===== src/rtl/remap_pkg.sv =====
package remap_pkg;
  localparam int DEF_OFF_W    = 6;
  localparam int DEF_SETIN_W  = 6;
  localparam int DEF_REGION_W = 6;
  localparam int DEF_COLOR_W  = 6;
  localparam int DEF_TAG_W    = 40;
endpackage


===== src/rtl/remap_table.sv =====
module remap_table #(
  parameter int IDX_W   = remap_pkg::DEF_REGION_W,
  parameter int COLOR_W = remap_pkg::DEF_COLOR_W
) (
  input  logic               clk,
  input  logic               rst,
  input  logic               we,
  input  logic [IDX_W-1:0]   widx,
  input  logic [COLOR_W-1:0] wcolor,
  input  logic [IDX_W-1:0]   ridx,
  output logic [COLOR_W-1:0] rcolor
);
  localparam int DEPTH = 1 << IDX_W;

  logic [COLOR_W-1:0] mem [DEPTH];

  // Read sees contents before any write in the same cycle.
  assign rcolor = mem[ridx];

  always_ff @(posedge clk) begin
    if (rst) begin
      for (int i = 0; i < DEPTH; i++) mem[i] <= COLOR_W'(i);
    end else if (we) begin
      mem[widx] <= wcolor;
    end
  end

  a_r5_entry_written: assert property (@(posedge clk) disable iff (rst)
    we |=> mem[$past(widx)] == $past(wcolor));
endmodule


===== src/rtl/color_mask.sv =====
module color_mask #(
  parameter int COLOR_W = remap_pkg::DEF_COLOR_W
) (
  input  logic               clk,
  input  logic               rst,
  input  logic               we,
  input  logic [COLOR_W-1:0] wcolor,
  input  logic               won,
  input  logic [COLOR_W-1:0] qcolor,
  output logic               qon
);
  localparam int NCOL = 1 << COLOR_W;

  logic [NCOL-1:0] on_bits;

  assign qon = on_bits[qcolor];

  always_ff @(posedge clk) begin
    if (rst)     on_bits <= '1;
    else if (we) on_bits[wcolor] <= won;
  end

  a_r6_enable_written: assert property (@(posedge clk) disable iff (rst)
    we |=> on_bits[$past(wcolor)] == $past(won));
endmodule


===== src/rtl/color_remap_top.sv =====
module color_remap_top #(
  parameter int OFF_W    = remap_pkg::DEF_OFF_W,
  parameter int SETIN_W  = remap_pkg::DEF_SETIN_W,
  parameter int REGION_W = remap_pkg::DEF_REGION_W,
  parameter int COLOR_W  = remap_pkg::DEF_COLOR_W,
  parameter int TAG_W    = remap_pkg::DEF_TAG_W,
  localparam int ADDR_W  = OFF_W + SETIN_W + REGION_W + TAG_W,
  localparam int SET_W   = COLOR_W + SETIN_W
) (
  input  logic                clk,
  input  logic                rst,
  input  logic                acc_valid,
  input  logic [ADDR_W-1:0]   acc_addr,
  input  logic                map_we,
  input  logic [REGION_W-1:0] map_region,
  input  logic [COLOR_W-1:0]  map_color,
  input  logic                pwr_we,
  input  logic [COLOR_W-1:0]  pwr_color,
  input  logic                pwr_on,
  output logic                out_valid,
  output logic [SET_W-1:0]    out_set,
  output logic [TAG_W-1:0]    out_tag,
  output logic [OFF_W-1:0]    out_offset,
  output logic                out_color_off
);
  localparam int SETIN_LO  = OFF_W;
  localparam int REGION_LO = OFF_W + SETIN_W;
  localparam int TAG_LO    = REGION_LO + REGION_W;

  logic [OFF_W-1:0]    f_off;
  logic [SETIN_W-1:0]  f_setin;
  logic [REGION_W-1:0] f_region;
  logic [TAG_W-1:0]    f_tag;
  logic [COLOR_W-1:0]  look_color;
  logic                look_on;

  assign f_off    = acc_addr[OFF_W-1:0];
  assign f_setin  = acc_addr[SETIN_LO +: SETIN_W];
  assign f_region = acc_addr[REGION_LO +: REGION_W];
  assign f_tag    = acc_addr[TAG_LO +: TAG_W];

  remap_table #(.IDX_W(REGION_W), .COLOR_W(COLOR_W)) u_table (
    .clk(clk), .rst(rst), .we(map_we), .widx(map_region), .wcolor(map_color),
    .ridx(f_region), .rcolor(look_color)
  );

  color_mask #(.COLOR_W(COLOR_W)) u_mask (
    .clk(clk), .rst(rst), .we(pwr_we), .wcolor(pwr_color), .won(pwr_on),
    .qcolor(look_color), .qon(look_on)
  );

  always_ff @(posedge clk) begin
    if (rst) begin
      out_valid     <= 1'b0;
      out_set       <= '0;
      out_tag       <= '0;
      out_offset    <= '0;
      out_color_off <= 1'b0;
    end else begin
      out_valid     <= acc_valid;
      out_color_off <= acc_valid & ~look_on;
      if (acc_valid) begin
        out_set    <= {look_color, f_setin};
        out_tag    <= f_tag;
        out_offset <= f_off;
      end
    end
  end

  a_r4_valid_follows: assert property (@(posedge clk) disable iff (rst)
    acc_valid |=> out_valid);
  a_r2_tag_carried: assert property (@(posedge clk) disable iff (rst)
    acc_valid |=> out_tag == $past(f_tag) && out_offset == $past(f_off));
  a_r3_low_index_bits: assert property (@(posedge clk) disable iff (rst)
    acc_valid |=> out_set[SETIN_W-1:0] == $past(f_setin));
  a_r8_no_error_when_idle: assert property (@(posedge clk) disable iff (rst)
    !out_valid |-> !out_color_off);
endmodule


===== config.mk =====
export PLATFORM = sky130hd
export DESIGN_NAME = color_remap_top
export DESIGN_NICKNAME = d
export VERILOG_FILES = /design/src/rtl/remap_pkg.sv /design/src/rtl/remap_table.sv /design/src/rtl/color_mask.sv /design/src/rtl/color_remap_top.sv
export SDC_FILE = /design/constraint.sdc
export NUM_CORES = 1
export LEC_CHECK = 0
export ABC_AREA = 1
export BUFFER_PORTS_ARGS = -buffer_cell sky130_fd_sc_hd__buf_2
export CAP_MARGIN = 20
export CORE_MARGIN = 2
export CORE_UTILIZATION = 45
export DETAILED_ROUTE_END_ITERATION = 8
export GPL_TIMING_DRIVEN = 1
export SETUP_SLACK_MARGIN = 0.4
export SYNTH_ARGS = -nofsm -noshare
export SYNTH_HDL_FRONTEND = slang
export SYNTH_HIERARCHICAL = 1
export SYNTH_SLANG_ARGS = --single-unit

===== constraint.sdc =====
create_clock -name clk -period 2.55 [get_ports clk]
set_input_delay 0 -clock clk [delete_from_list [all_inputs] [get_ports clk]]
set_output_delay 0 -clock clk [all_outputs]
set_load 0.005 [all_outputs]

==> results of run 1 <==
worst max-delay path by stage:
stage | startpoint | to | slack [ns] | depth (start not counted)
6_report | u_table/mem[47][0]$_SDFFCE_PN1P_ | out_color_off$_SDFF_PP0_ | 0.34 | 19
5_1_grt | u_table/mem[15][0]$_SDFFCE_PN1P_ | out_color_off$_SDFF_PP0_ | 0.24 | 19
4_1_cts | u_table/mem[35][0]$_SDFFCE_PN1P_ | out_color_off$_SDFF_PP0_ | 0.40 | 18
3_5_place_dp | acc_addr[12] | out_color_off$_SDFF_PP0_ | 0.13 | 21
3_3_place_gp | acc_addr[12] | out_color_off$_SDFF_PP0_ | 0.17 | 22
2_1_floorplan | acc_addr[13] | out_color_off$_SDFF_PP0_ | 0.49 | 22
cell type report:
class                           instances  area (sq um)
Fill cell                            4755         23600
Sequential cell                       508         14000
Multi-Input combinational cell       1961          8640
Timing Repair Buffer                  348          3140
Clock buffer                           86          1650
Tap cell                              688           861
Inverter                              193           744
Clock inverter                         15           143
cell families after synthesis:
kind of cell,Yosys count,share of synthesized area [%]
AND/OR/NAND/NOR,1918,34.5
flip-flops,508,58.2
buffers and inverters,366,6.42
AO/OA/AOI/OAI,43,0.894
worst reg2reg max path: stages (launching register included):
cell	delay [ns]
edfxtp_1	0.43
nand2_1	0.09
nand3_1	0.08
nand3_1	0.09
nand2_1	0.05
nand2_1	0.08
nand3_2	0.10
nand3_4	0.15
nand2_8	0.11
clkinv_8	0.10
clkbuf_16	0.16
nand2_1	0.06
nand3_1	0.07
nand3_1	0.09
nand2_1	0.09
nand2_1	0.05
nand3_1	0.07
nand3_1	0.08
nand2_1	0.11
nor3_2	0.04
power by group through the flow:
stage          logic (mW)  registers, mW  clock network, mW
6_report             2.34           9.43               7.92
5_1_grt              2.55           9.46               8.36
4_1_cts              2.20           9.43               8.07
3_5_place_dp         1.99           9.60                  0
3_3_place_gp         1.97           9.59                  0
2_1_floorplan        1.25           9.55                  0
metal layers:
layer	up-vias	global-route usage, %
met1	9649	33.5
li1	9697	-
met5	-	0
met2	787	42.5
met3	137	3.46
met4	2	8.28
timing repair:
action,in CTS,in global routing
hold endpoints to repair,258,0
pin swaps,3,20
gates cloned,1,6
endpoints found under the setup margin,1,1
gates resized for setup,11,26
hold buffers,142,0
buffers inserted,0,0
state kept, by name, summed over array words and instances (netlist names):
| signal | flops |
|---|---|
| out_tag | 40 |
| out_color_off | 1 |
| out_valid | 1 |
| u_table/mem | 384 |
| u_mask/on_bits | 64 |
| out_set | 12 |
| out_offset | 6 |
layout by cell type (no fill, tap or decap), types with 2 or more instances in the layout:
| cell | synthesis | routed |
|---|---|---|
| nor2_4 | 28 | 28 |
| nand2_1 | 991 | 985 |
| nor3_1 | 12 | 11 |
| clkbuf_1 | 74 | 19 |
| nor3_4 | 8 | 8 |
| clkbuf_4 | 0 | 3 |
| nand3_2 | 0 | 14 |
| dfxtp_1 | 124 | 124 |
| o21ai_0 | 42 | 42 |
| bufinv_16 | 0 | 3 |
| clkbuf_8 | 1 | 4 |
| nor2_1 | 338 | 338 |
| nand3_4 | 0 | 2 |
| nand3_1 | 506 | 490 |
| clkinv_2 | 0 | 6 |
| buf_4 | 8 | 28 |
| buf_6 | 5 | 3 |
| nor2_2 | 19 | 19 |
| buf_2 | 72 | 138 |
| dlygate4sd3_1 | 0 | 142 |
| buf_12 | 0 | 30 |
| clkinv_1 | 0 | 6 |
| edfxtp_1 | 384 | 384 |
| buf_16 | 0 | 2 |
| inv_1 | 147 | 143 |
| nor3_2 | 8 | 9 |
| nand2_2 | 6 | 10 |
| inv_2 | 45 | 47 |
| clkbuf_16 | 0 | 65 |
per-stage QoR:
stage | hold WS [ns] | instances
after floorplan | 0.0724 | 2835
after CTS | 0.000488 | 3792
after global routing | 0.0279 | 3799
final | -0.00900 | 3799
after global placement | 0.283 | 3548
after detailed placement | 0.298 | 3548
==> metrics, run 1 <==
outcome finished with violations; failing checks negative hold slack; switching portion of total power 24.6%; static leakage 12.0 nW; worst reg2reg path startpoint u_table/mem[47][0]$_SDFFCE_PN1P_; Cell variety after synth 25; minimum clock period 2.21 ns; CTS tree done; routed wl met2 33,600 microns; CP Max Fanout 8; Placed Instance Area 25,600 sq um; # Max-Cap Violations 0; RSZ-0062 raised after global routing true; Initial Util 45.6%; Crit path max-delay family simple AND/OR/NAND/NOR gates; area leader, netlist edfxtp_1; Critical Path RT 3.04 ns; routed len/inst 18.6 microns; die width 235 microns; largest net degree at the start of global routing 70; Clock Power Share between 40 and 50%; Setup-failing EPs final 0; Syn Nets 2,917; Flop pwr share 47.9%; clock latency at the later pin of the worst-skew pair 0.61 ns; max-slew violations 0; Startpoint Class register; Die Height 235 microns; ys async rst share 0%; Die Area 55,300 sq um; M1 wire length 30,100 microns; Mapped Area 24,100 sq um; Critical Path AT 2.71 ns; total power between 15 and 20 mW; Slew HR 30.3%; number of global-route vias before repair roughly 20,000; VDD IR-drop max 0.560 mV; Synth-to-Final Area Change 21.3%; most frequent cell after synthesis nand2_1; Hold Path Stages 3; Pwr per Cell Area 674 nW/um^2; detailed router's first-iteration violation count 1,801; Worst Hold Path EP u_mask/on_bits[34]$_SDFFE_PP1P_; commonest cells in the netlist 991 x nand2_1, 506 x nand3_1, 384 x edfxtp_1; Seq/Total Area, Yosys 58.2%; GRT overflow 0; DRT Pass-1 Iters 5; Vias/cell 5.34; via count 20,272; Mean Syn Cell Area between 8 and 9 sq um; Synth Instances 2,835; Setup TNS 0 ns; highest-delay cell along the critical path edfxtp_1; Most used DFF post-synth edfxtp_1; CTS Buf Count 54; most frequent cell on the critical path nand2_1; Power Internal 14.8 mW; number of routed nets with antenna violations 0; fmax 452 MHz; hold crit path type in2reg; H-tree depth 2; CP endpoint kind register; Synth area leaders edfxtp_1 48%, nand2_1 15%, nand3_1 11%; dpl hpwl about 44,000 microns; Hold Slack -0.00900 ns; layout cells sized above 1 13.7%; period utilisation layout 86.8%; worst path bufs/invs 2; CTS Buffer Depth 3; first-pass GRT wire length about 110,000 microns; Gate power share 11.9%; EDFF count, synth 384; Layout Nets 3,148; pre-CTS WS 0.134 ns; # DRC 0; met3 WL between 4000 and 5000 microns; routed wire length 70,600 microns; skew final 0.0121 ns; Fin. Hold Viols 3; Ant. Diodes 0; root buf cell clkbuf_16; Worst R2R Path Depth 19; worst-path cell chain nand2_1 -> nand3_1 -> nand3_1 -> nand2_1 -> nand2_1 -> nand3_2 -> nand3_4 -> nand2_8 -> clkinv_8 -> clkbuf_16 -> nand2_1 -> nand3_1 -> nand3_1 -> nand2_1 -> nand2_1 -> nand3_1 -> nand3_1 -> nand2_1 -> nor3_2; Tot GR Track Use 25.2%; R2R setup slack 0.34 ns; hold path start pwr_on; Ports between 100 and 150; core area 52,800 sq um; post-layout util around 55%; Worst-Margin Slew 1.04 ns; post-synth top area share 47.9%; Reg-to-Reg End out_color_off$_SDFF_PP0_; critical path class reg2reg; switching pwr about 4.8 mW; clk slew on worst S/H paths approximately 0.06 ns; row count 84; Crit path largest cell delay 0.43 ns; Final Cell Area 29,200 sq um; initial antenna violation count 1; warnings from Yosys 6; Top Metal Used met5; Placer Congestion 0.905; TritonCTS Sinks between 500 and 600; Yosys reg bits 508; Port Buf Inserts 141; Setup WS post-layout 0.336 ns
No activity file was read; power rests on OpenSTA's default activity.
==> inputs of run 2 (changes only) <==
--- a/config.mk
+++ b/config.mk
@@ -9,5 +9,4 @@
 export BUFFER_PORTS_ARGS = -buffer_cell sky130_fd_sc_hd__buf_2
 export CAP_MARGIN = 20
-export CORE_MARGIN = 2
 export CORE_UTILIZATION = 45
 export DETAILED_ROUTE_END_ITERATION = 8
==> constraint.sdc (replaced) <==
create_clock -name clk -period 2.55 [get_ports clk]
set_input_delay 0 -clock clk [delete_from_list [all_inputs] [get_ports clk]]
set_output_delay 0 -clock clk [all_outputs]
set_load 0.1 [all_outputs]
==> metrics, run 2 (synthesized netlist as in run 1, its figures left out) <==
outcome finished, final reports clean; Fin. Hold Viols 0; CTS Buf Count 54; row count 84; core area 52,700 sq um; critical path class reg2reg; Worst Hold Path EP u_table/mem[10][3]$_SDFFCE_PN1P_; DRT Pass-1 Iters 6; Layout Nets a little over 3,000; Hold Path Stages 4; Critical Path RT 3.08 ns; dpl hpwl 42,600 microns; Setup TNS 0 ns; via count 20,035; pre-CTS WS 0.0996 ns; Worst-Margin Slew ~0.96 ns; Synth-to-Final Area Change 19.0%; VDD IR-drop max 0.562 mV; Reg-to-Reg End out_color_off$_SDFF_PP0_; # Max-Cap Violations 0; CP Max Fanout 16; worst reg2reg path startpoint u_table/mem[59][1]$_SDFFCE_PN1P_; first-pass GRT wire length 105,000 microns; CP endpoint kind register; Setup WS post-layout 0.371 ns; most frequent cell on the critical path nand3_1; max-slew violations 0; Startpoint Class register; RSZ-0062 raised after global routing true; Placer Congestion 0.898; Crit path largest cell delay a little under 0.4 ns; initial antenna violation count 1; Tot GR Track Use 24.9%; Ports 142; minimum clock period 2.18 ns; layout cells sized above 1 roughly 14%; routed wire length 68,000 microns; max FFs per register 384; number of global-route vias before repair 19,084; static leakage 11.7 nW; Ant. Diodes 0; H-tree depth 2; hold path start map_we; Crit path max-delay family simple AND/OR/NAND/NOR gates; Critical Path AT 2.71 ns; CTS tree done; TritonCTS Sinks 508; # DRC 0; Vias/cell 5.32; R2R setup slack 0.37 ns; detailed router's first-iteration violation count roughly 1,800; largest net degree at the start of global routing 79; Die Area 54,400 sq um; root buf cell clkbuf_16; Slew HR 35.9%; worst-path cell chain nand2_1 -> nand3_1 -> nand3_1 -> nand2_1 -> nand2_1 -> nand3_1 -> nand3_1 -> nand2_2 -> inv_2 -> buf_12 -> nand3_1 -> nand3_1 -> nand2_1 -> nand2_1 -> nand3_1 -> nand3_1 -> nand2_1 -> nor3_1; highest-delay cell along the critical path edfxtp_1; skew final between 0.015 and 0.02 ns; Placed Instance Area 25,600 sq um; commonest non-fill, non-tap cell in the layout nand2_1; clk slew on worst S/H paths 0.07 ns; hold crit path type in2reg; Initial Util a little under half; # fillers 4,744; total power 19.8 mW; Pwr per Cell Area 691 nW/um^2; Die Height 233 microns; die width 233 microns; biggest regs u_table/mem x384, u_mask/on_bits x64, out_tag x40; Setup-failing EPs final 0; period utilisation layout 85.4%; clock latency at the later pin of the worst-skew pair 0.61 ns; CTS Buffer Depth 3; Worst R2R Path Depth 18; Port Buf Inserts 141; number of routed nets with antenna violations 0; Final Cell Area 28,600 sq um; most frequent cells in the layout 986 x nand2_1, 496 x nand3_1, 384 x edfxtp_1, 338 x nor2_1, 143 x inv_1; fmax 459 MHz; GRT overflow 0; Largest Register u_table/mem; routed len/inst 18.0 microns; worst path bufs/invs 2
run 2: tightest hold or removal path, cell delays in order:
cell,delay (ns)
buf_2,0.13
nand4_1,0.25
nor2_1,0.11
nand2_1,0.06
run 2: worst max path at each step:
stage                                          start                         endpoint  cells after the start
global route        u_table/mem[14][0]$_SDFFCE_PN0P_         out_color_off$_SDFF_PP0_                     18
floorplan                               acc_addr[13]         out_color_off$_SDFF_PP0_                     22
CTS                                     pwr_color[3]  u_mask/on_bits[15]$_SDFFE_PP1P_                      9
finish              u_table/mem[59][1]$_SDFFCE_PN1P_         out_color_off$_SDFF_PP0_                     18
detailed placement                      acc_addr[12]         out_color_off$_SDFF_PP0_                     21
global placement                        acc_addr[12]         out_color_off$_SDFF_PP0_                     21
run 2: final cells by class:
type / count / area, sq um / share of cell area (%)
clock buffer: 70 / 1530 / 5.33
clock inverter: 29 / 209 / 0.730
inverter: 193 / 739 / 2.58
multi-input combinational: 1961 / 8570 / 29.9
sequential: 508 / 14000 / 48.9
tap: 688 / 861 / 3.01
timing repair buffer: 319 / 2720 / 9.49
run 2: repair_timing:
item | CTS | global route
gates resized for setup | 21 | 7
setup endpoints to repair | 1 | 3
pin swaps | 7 | 2
hold buffers | 114 | 0
buffers inserted | 0 | 0
endpoints found under the hold margin | 310 | 0
gates cloned | 1 | 3
run 2: per-stage QoR:
step | hold WS [ns] | utilization (%) | cells
floorplan | 0.0724 | - | 2835
global placement | 0.282 | 48.6 | 3551
detailed placement | 0.291 | 48.6 | 3551
CTS | 0.00553 | 54.2 | 3765
global route | 0.0626 | 54.4 | 3768
finish | 0.0473 | 54.4 | 3768
run 2: per-layer routing:
layer	up-vias	track usage, %	wire length (microns)
li1	9642	-	-
met1	9457	32.8	28700
met2	794	40.9	31900
met3	140	4.39	5210
met4	2	9.21	2210
met5	-	0	13
run 2: power breakdown:
part           switching (mW)  total, mW  leakage (nW)  internal [mW]
Combinational            1.91       2.69          6.12          0.771
Clock                    3.28       7.69         0.849           4.41
Sequential              0.147       9.42          4.78           9.27
Total                    5.34       19.8          11.7           14.5
==> inputs of run 3 (changes only) <==
- PLACE_DENSITY: not set -> 0.7
==> metrics, run 3 (synthesized netlist as in run 1, its figures left out) <==
clk slew on worst S/H paths ~0.07 ns; CTS Buf Count 54; VDD IR-drop max ~0.55 mV; TritonCTS Sinks 508; static leakage roughly 12 nW; Initial Util 45.7%; Port Buf Inserts 141; critical path class reg2reg; max FFs per register 384; post-layout util 54.9%; Placer Congestion 0.926; via count 20,687; core area approximately 53,000 sq um; outcome finished, final reports clean; max-slew violations 0; worst reg2reg path startpoint u_table/mem[12][0]$_SDFFCE_PN0P_; H-tree depth 2; # Max-Cap Violations 0; RSZ-0062 raised after global routing true; Critical Path RT 3.07 ns; initial antenna violation count 1; CP endpoint kind register; Pwr per Cell Area 696 nW/um^2; Layout Nets 3,111; Setup TNS 0 ns; first-pass GRT wire length 107,000 microns; crit path to out_color_off$_SDFF_PP0_; root buf cell clkbuf_16; CTS Buffer Depth 3; Reg-to-Reg End out_color_off$_SDFF_PP0_; minimum clock period 2.27 ns; Vias/cell 5.50; Ant. Diodes 0; # fillers 4,509; Hold Slack between 0.09 and 0.1 ns; GRT overflow 0; Fin. Hold Viols 0; most frequent cells in the layout 957 x nand2_1, 463 x nand3_1, 384 x edfxtp_1, 336 x nor2_1, 141 x inv_1; fmax 441 MHz; skew final 0.0288 ns; routed len/inst 18.4 microns; routed wire length about 70,000 microns; layout cells sized above 1 16.1%; Largest Register u_table/mem; Setup WS post-layout 0.283 ns; Worst-Margin Slew 1.08 ns; Synth-to-Final Area Change 20.2%; number of global-route vias before repair 19,800; # DRC 0; DRT Pass-1 Iters 7; die width 233 microns; dpl hpwl 42,900 microns; CP Max Fanout 8; commonest non-fill, non-tap cell in the layout nand2_1; Ports 142; Slew HR 28.0%; detailed router's first-iteration violation count ~2,400; R2R setup slack 0.28 ns; period utilisation layout 88.9%; Die Height 233 microns; CP startpoint u_table/mem[12][0]$_SDFFCE_PN0P_; Worst R2R Path Depth 19; Tot GR Track Use 25.3%; row count 84; Critical Path AT roughly 2.8 ns; CTS tree done; clock latency at the later pin of the worst-skew pair 0.61 ns; biggest regs u_table/mem x384, u_mask/on_bits x64, out_tag x40; number of routed nets with antenna violations 0; Startpoint Class register; largest net degree at the start of global routing 67; Die Area 54,400 sq um; Setup-failing EPs final 0; hold crit path type in2reg; pre-CTS WS 0.0522 ns
-- run 3: cell types whose count changed in the layout (fill, tap and decap cells not counted), moves of 6 or more --
cell,change
nand2_4,+13
nand3_1,-33
clkbuf_8,-6
dlygate4sd3_1,-9
nand2_2,+16
nand2_1,-29
nand3_2,+31
-- run 3: report_power, final --
| group | switching, mW | internal [mW] |
|---|---|---|
| logic | 2.01 | 0.813 |
| registers | 0.150 | 9.27 |
| clock network | 3.32 | 4.55 |
| total | 5.48 | 14.6 |
-- run 3: routing by layer --
layer	share of wire, %	global-route usage, %	vias to the layer above
met4	3.6	9.76	2
met3	7.5	3.61	198
li1	-	-	9603
met1	39	32.2	9892
met5	0.025	0	-
met2	50	43.3	992
-- run 3: how the worst min path moves through the flow --
stage,startpoint,endpoint,depth (start not counted)
final,map_we,u_table/mem[10][3]$_SDFFCE_PN1P_,4
after global routing,map_we,u_table/mem[21][2]$_SDFFCE_PN1P_,5
after CTS,map_we,u_table/mem[10][1]$_SDFFCE_PN1P_,4
after detailed placement,acc_addr[18],out_tag[0]$_SDFFE_PP0P_,5
after global placement,acc_addr[28],out_tag[10]$_SDFFE_PP0P_,5
after floorplan,rst,out_valid$_SDFF_PP0_,1
-- run 3: final cells by class --
class	count	area, sq um	share of cell area (%)
Sequential cell	508	14000	48.5
Multi-Input combinational cell	1961	8900	30.8
Timing Repair Buffer	311	2620	9.07
Clock buffer	62	1430	4.96
Tap cell	688	861	2.98
Inverter	193	739	2.56
Clock inverter	39	350	1.21
-- run 3: what timing repair did --
item	4_1_cts	5_1_grt
pin swaps	23	32
hold buffers	103	1
hold endpoints to repair	253	20
gates resized for setup	34	74
endpoints found under the setup margin	1	96
gates cloned	3	1
setup buffers	1	1
-- run 3: per-stage QoR --
stage          power (mW)  std cells  area (sq um)
2_1_floorplan        11.3       2835         24100
3_3_place_gp         12.0       3550         25500
3_5_place_dp         12.0       3550         25500
4_1_cts              20.1       3758         28600
5_1_grt              20.8       3762         28900
6_report             20.1       3762         28900
-- run 3: worst max-delay path, stage by stage, from the launching register on --
cell and delay (ns):
edfxtp_1 0.44, nand2_2 0.11, nand3_2 0.07, nand3_2 0.10, nand2_2 0.06, nand2_2 0.08
nand3_4 0.09, nand3_4 0.11, nand2_4 0.09, buf_6 0.15, buf_16 0.16, nand2_4 0.06
nand3_2 0.08, nand3_2 0.06, nand2_1 0.06, nand2_1 0.06, nand3_1 0.06, nand3_1 0.10
nand2_2 0.07, nor3_2 0.16
